File: src/rtl/mgc_pkg.sv
package mgc_pkg;

    localparam int PAT_W = 4;

    typedef logic [PAT_W-1:0] pat_t;

    localparam pat_t SEED = pat_t'(1);

    typedef enum logic [1:0] {
        PR_PREV = 2'b01,
        PR_CUR  = 2'b10
    } prompt_e;

    typedef struct packed {
        logic hit;
        logic miss;
    } verdict_t;

    // New bit = positions 3 and 4 combined; all bits move up one place.
    function automatic pat_t lfsr_step(input pat_t s);
        return {s[PAT_W-2:0], s[PAT_W-2] ^ s[PAT_W-1]};
    endfunction

    function automatic prompt_e prompt_flip(input prompt_e p);
        return (p == PR_CUR) ? PR_PREV : PR_CUR;
    endfunction

endpackage

File: src/rtl/mgc_pattern_store.sv
module mgc_pattern_store
    import mgc_pkg::*;
(
    input  logic clk_i,
    input  logic rst_i,
    input  logic advance_i,
    output pat_t cur_o,
    output pat_t prev_o
);

    pat_t cur_q;
    pat_t prev_q;

    always_ff @(posedge clk_i) begin
        if (rst_i) begin
            cur_q  <= SEED;
            prev_q <= '0;
        end else if (advance_i) begin
            prev_q <= cur_q;
            cur_q  <= lfsr_step(cur_q);
        end
    end

    assign cur_o  = cur_q;
    assign prev_o = prev_q;

endmodule

File: src/rtl/mgc_target_cmp.sv
module mgc_target_cmp
    import mgc_pkg::*;
(
    input  prompt_e prompt_i,
    input  pat_t    cur_i,
    input  pat_t    prev_i,
    input  pat_t    entry_i,
    output logic    equal_o
);

    logic pick_prev;
    pat_t target;
    pat_t diff;

    assign pick_prev = (prompt_i == PR_PREV);

    for (genvar b = 0; b < PAT_W; b++) begin : g_bit
        assign target[b] = pick_prev ? prev_i[b] : cur_i[b];
        assign diff[b]   = target[b] ^ entry_i[b];
    end

    assign equal_o = (diff == '0);

endmodule

File: src/rtl/mgc_round_ctr.sv
module mgc_round_ctr #(
    parameter int CNT_W = 8
) (
    input  logic             clk_i,
    input  logic             rst_i,
    input  logic             inc_i,
    output logic [CNT_W-1:0] count_o
);

    localparam logic [CNT_W-1:0] TOP = {CNT_W{1'b1}};

    logic [CNT_W-1:0] count_q;

    always_ff @(posedge clk_i) begin
        if (rst_i) begin
            count_q <= '0;
        end else if (inc_i && (count_q != TOP)) begin
            count_q <= count_q + 1'b1;
        end
    end

    assign count_o = count_q;

endmodule

File: src/rtl/mem_game_ctrl.sv
module mem_game_ctrl
    import mgc_pkg::*;
#(
    parameter int CNT_W = 8
) (
    input  logic             clk_i,
    input  logic             rst_i,
    input  logic             submit_i,
    input  logic [3:0]       entry_i,
    output logic [3:0]       pattern_o,
    output logic [1:0]       prompt_o,
    output logic             hit_o,
    output logic             miss_o,
    output logic             game_over_o,
    output logic [CNT_W-1:0] round_o
);

    pat_t     cur_pat;
    pat_t     prev_q;
    prompt_e  prompt_q;
    logic     over_q;
    verdict_t verdict_q;
    logic     equal;
    logic     accept;
    logic     advance;
    logic     fail;

    assign accept  = submit_i && !over_q;
    assign advance = accept && equal;
    assign fail    = accept && !equal;

    mgc_pattern_store u_store (
        .clk_i     (clk_i),
        .rst_i     (rst_i),
        .advance_i (advance),
        .cur_o     (cur_pat),
        .prev_o    (prev_q)
    );

    mgc_target_cmp u_cmp (
        .prompt_i (prompt_q),
        .cur_i    (cur_pat),
        .prev_i   (prev_q),
        .entry_i  (pat_t'(entry_i)),
        .equal_o  (equal)
    );

    mgc_round_ctr #(.CNT_W(CNT_W)) u_rounds (
        .clk_i   (clk_i),
        .rst_i   (rst_i),
        .inc_i   (advance),
        .count_o (round_o)
    );

    always_ff @(posedge clk_i) begin
        if (rst_i) begin
            prompt_q  <= PR_CUR;
            over_q    <= 1'b0;
            verdict_q <= '0;
        end else begin
            verdict_q.hit  <= advance;
            verdict_q.miss <= fail;
            if (advance) begin
                prompt_q <= prompt_flip(prompt_q);
            end
            if (fail) begin
                over_q <= 1'b1;
            end
        end
    end

    assign pattern_o   = cur_pat;
    assign prompt_o    = prompt_q;
    assign hit_o       = verdict_q.hit;
    assign miss_o      = verdict_q.miss;
    assign game_over_o = over_q;

endmodule

File: config.mk
export PLATFORM = sky130hd
export DESIGN_NAME = mem_game_ctrl
export DESIGN_NICKNAME = d
export VERILOG_FILES = /design/src/rtl/mgc_pkg.sv /design/src/rtl/mgc_pattern_store.sv /design/src/rtl/mgc_target_cmp.sv /design/src/rtl/mgc_round_ctr.sv /design/src/rtl/mem_game_ctrl.sv
export SDC_FILE = /design/constraint.sdc
export NUM_CORES = 1
export LEC_CHECK = 0
export ABC_CLOCK_PERIOD_IN_PS = 3200
export BUFFER_PORTS_ARGS = -buffer_cell sky130_fd_sc_hd__buf_2
export CAP_MARGIN = 20
export CORE_ASPECT_RATIO = 1.2
export CORE_UTILIZATION = 51
export CTS_BUF_LIST = sky130_fd_sc_hd__clkbuf_16
export CTS_CLUSTER_DIAMETER = 120
export DETAILED_ROUTE_END_ITERATION = 16
export PLACE_DENSITY = 0.79
export SLEW_MARGIN = 20
export SYNTH_ARGS = -nofsm -noshare
export SYNTH_HDL_FRONTEND = slang
export SYNTH_HIERARCHICAL = 1
export SYNTH_SLANG_ARGS = --single-unit
export TNS_END_PERCENT = 50
File: constraint.sdc
create_clock -name clk_i -period 3.2 [get_ports clk_i]
set_input_delay 0.48 -clock clk_i [delete_from_list [all_inputs] [get_ports clk_i]]
set_output_delay 0.48 -clock clk_i [all_outputs]
set_load 0.005 [all_outputs]
==> impl_metrics.yaml <==
yosys:
  ys_types: 38
  synth_area_leaders: "dfxtp_1 38%, mux2i_1 8.4%, a21oi_1 3.7%"
  synth_warnings: 6
  yosysSeqAreaShare_pct: 38.0
  synth_seq_cells: 18
  syn_nets: 106
  synth_top_family_by_area: "simple AND/OR/NAND/NOR gates"
  muxShareOfSynthArea_pct: 11.6
  syn_area_per_cell_um2: 9.68
  synth_top_cell_by_area: "dfxtp_1"
  synth-simple-area-share_pct: 21.8
  synth_xor_area_share_pct: 4.62
  postSynthCellCount: 98
  synth_fa_ha_area_share_pct: 1.32
  synth_top_area_share_pct: 38.0
  synth_compound_area_share_pct: 16.4
  syn_area_um2: 948
timing:
  max_slew_margin_pct: 78.6
  finalCriticalPeriod_ps: 2440
  tightest_slew_ps: 320
  clock_skew_ps: 5.20
  max_freq_ghz: 0.409
  tns_ps: 0
  fin_crit_sh_pct: 76.3
  rsz0062_at_grt: "no"
  hold_viol_final: 0
  setup_viol: 0
  report.final.slew_viol_count: 0
grt:
  first_global_vias: 745
  grt_overflow: 0
  grt_pass1_wl_mm: 3.08
  antenna_found_initial: 0
  grt_max_degree: 21
  grt_use_total_pct: 21.8
worst_setup_path:
  worst-path-max-fanout: 8
  worstSetupPathType: "flop to flop"
  critPathLaunchType: "flop"
  cp-startpoint: "u_store/cur_o[2]"
  rr_worst_depth: 7
  cp.arrival_ps: 2630
  worstSetupEndpoint: "u_rounds/count_o[3]"
  worstPathRequired_ps: 3380
  r2r_end: "u_rounds/count_o[3]"
  r2r-start: "u_store/cur_o[2]"
  ff2ff_setup_slack_ps: 760
  endpoint_kind: "flop"
clock_network:
  cts_buffers: 3
  cts_tree: "done"
  clk_pin_slew_ps: 50
  cts_setup_buffers: 0
  cts.sinks: 18
  clk_latency_ps: 250
  holdBufCountCts: 0
  root_buffer: "clkbuf_16"
  clock_path_buffers: 2
  cts.repair.resized: 0
  htree_levels: 1
routing:
  dr.first_iter.drc_count: 8
  routed_wl_mm: 1.93
  routedWlPerCell_um: 13.9
  viasPerCell: 5.90
  dr.pass1.iters: 4
  vias: 820
  postRouteAntennaNets: 0
  drc: 0
finish:
  postLayoutCellArea_mm2: 0.00113
  n_antenna_cell: 0
  area_growth_pct: 19.3
  layout-drive-gt1-share_pct: 30.6
  nNetsFinal: 130
placed_design:
  hpwlAfterDp_mm: 1.31
  numPortBuffers: 23
  place_area_mm2: 0.00105
  gp_congestion: 0.908
power:
  p_per_area_mw_per_mm2: 447
  p_leak_nw: 0.475
  vdd_drop_max_mv: 0.357
die:
  io-pin-count: 24
  die_w_um: 41.4
  core_mm2: 0.00168
  die_height_um: 49.2
  start_util_pct: 56.4
  rows: 16
  die_area_mm2: 0.00204
status:
  status: "completed"
flow_run:
  max-cap-violations: 0
worst_hold_path:
  hp-class: "flop to flop"
==> area by class of cell <==
| type | instances | area, um^2 |
|---|---|---|
| Multi-Input combinational cell | 70 | 528 |
| Sequential cell | 18 | 360 |
| Clock buffer | 3 | 75.1 |
| Timing Repair Buffer | 24 | 123 |
| Fill cell | 145 | 551 |
| Inverter | 5 | 18.8 |
| Clock inverter | 1 | 3.75 |
| Tap cell | 18 | 22.5 |
==> where the power goes <==
part           internal (mW)  switching [mW]  total (mW)
sequential             0.227         0.00264       0.230
combinational         0.0121          0.0135      0.0257
clock                  0.166          0.0844       0.250
==> logic make-up (layout without fill, tap and decap cells) <==
| kind of cell | after synthesis | in the layout |
|---|---|---|
| buf+inv | 10 | 33 |
| simple gates | 33 | 33 |
| flops | 18 | 18 |
| compound gates | 21 | 21 |
| xor+xnor | 5 | 5 |
| fa+ha+maj | 1 | 1 |
| mux | 10 | 10 |
==> cells in the final DEF (no fill, tap or decap), types with 4 or more instances in the layout <==
master / count
buf_2: 23
dfxtp_1: 18
mux2i_1: 8
a21oi_1: 7
inv_1: 5
nand2_1: 5
nor2_1: 5
xor2_1: 4
==> worst max-delay path, stage by stage (launching register included) <==
cell and delay [ps]:
dfxtp_1 500, o22ai_1 130, or4_1 520, a21oi_1 260
and3b_1 280, nand4_1 170, or3_2 430, o21ai_1 80
==> synth_stat cells <==
master and number:
and3b_1 1, and2b_2 1, or3b_1 1, buf_4 4, ha_1 1, nand3_1 2
nand2_1 5, or3_2 1, mux2i_1 8, or4_1 1, and4bb_2 1, xnor2_1 1
buf_6 1, a311oi_1 1, o311a_1 1, and4_1 2, o221ai_2 1, nor4b_1 1
a21oi_1 7, a21boi_0 1, nor3_1 3, nand2b_1 3, a31oi_1 2, o21bai_1 2
mux2_4 2, o21ai_1 1, and3_4 1, inv_1 5, xor2_1 4, a211oi_1 2
nand4_1 2, nor2b_2 1, or3_1 1, dfxtp_1 18, or2_2 1, nor2_1 5
o22ai_1 2, a21boi_4 1
==> through the flow <==
step	cells	util, %	worst slack (ps)	total power [mW]	hold slack [ps]
after floorplan	98	-	858	0.248	465
after global placement	135	62.6	759	0.260	469
after detailed placement	135	62.6	667	0.260	481
after CTS	139	67.3	773	0.511	490
after global routing	139	67.3	572	0.524	519
final	139	67.3	757	0.506	489
==> state kept, by name (all words and copies together), names as in the netlist <==
name	count
u_rounds/count_o	8
u_store/cur_o	3
prompt_o	2
u_store/prev_o	2
game_over_o	1
hit_o	1
miss_o	1
==> routing by layer <==
| metal | track usage, % | wire length, um | up-vias |
|---|---|---|---|
| li1 | - | - | 405 |
| met1 | 23.7 | 823 | 387 |
| met2 | 36.7 | 1020 | 26 |
| met3 | 5.48 | 79 | 2 |
| met4 | 9.68 | 8 | 0 |
| met5 | 0 | 0 | - |
==> worst min-delay path by stage <==
stage,start,to,cells past startpoint
6_report,game_over_o,game_over_o,2
5_1_grt,game_over_o,miss_o,1
4_1_cts,game_over_o,game_over_o,2
3_5_place_dp,game_over_o,game_over_o,2
3_3_place_gp,game_over_o,game_over_o,2
2_1_floorplan,game_over_o,game_over_o,2
(Power assumes the default switching activity.)
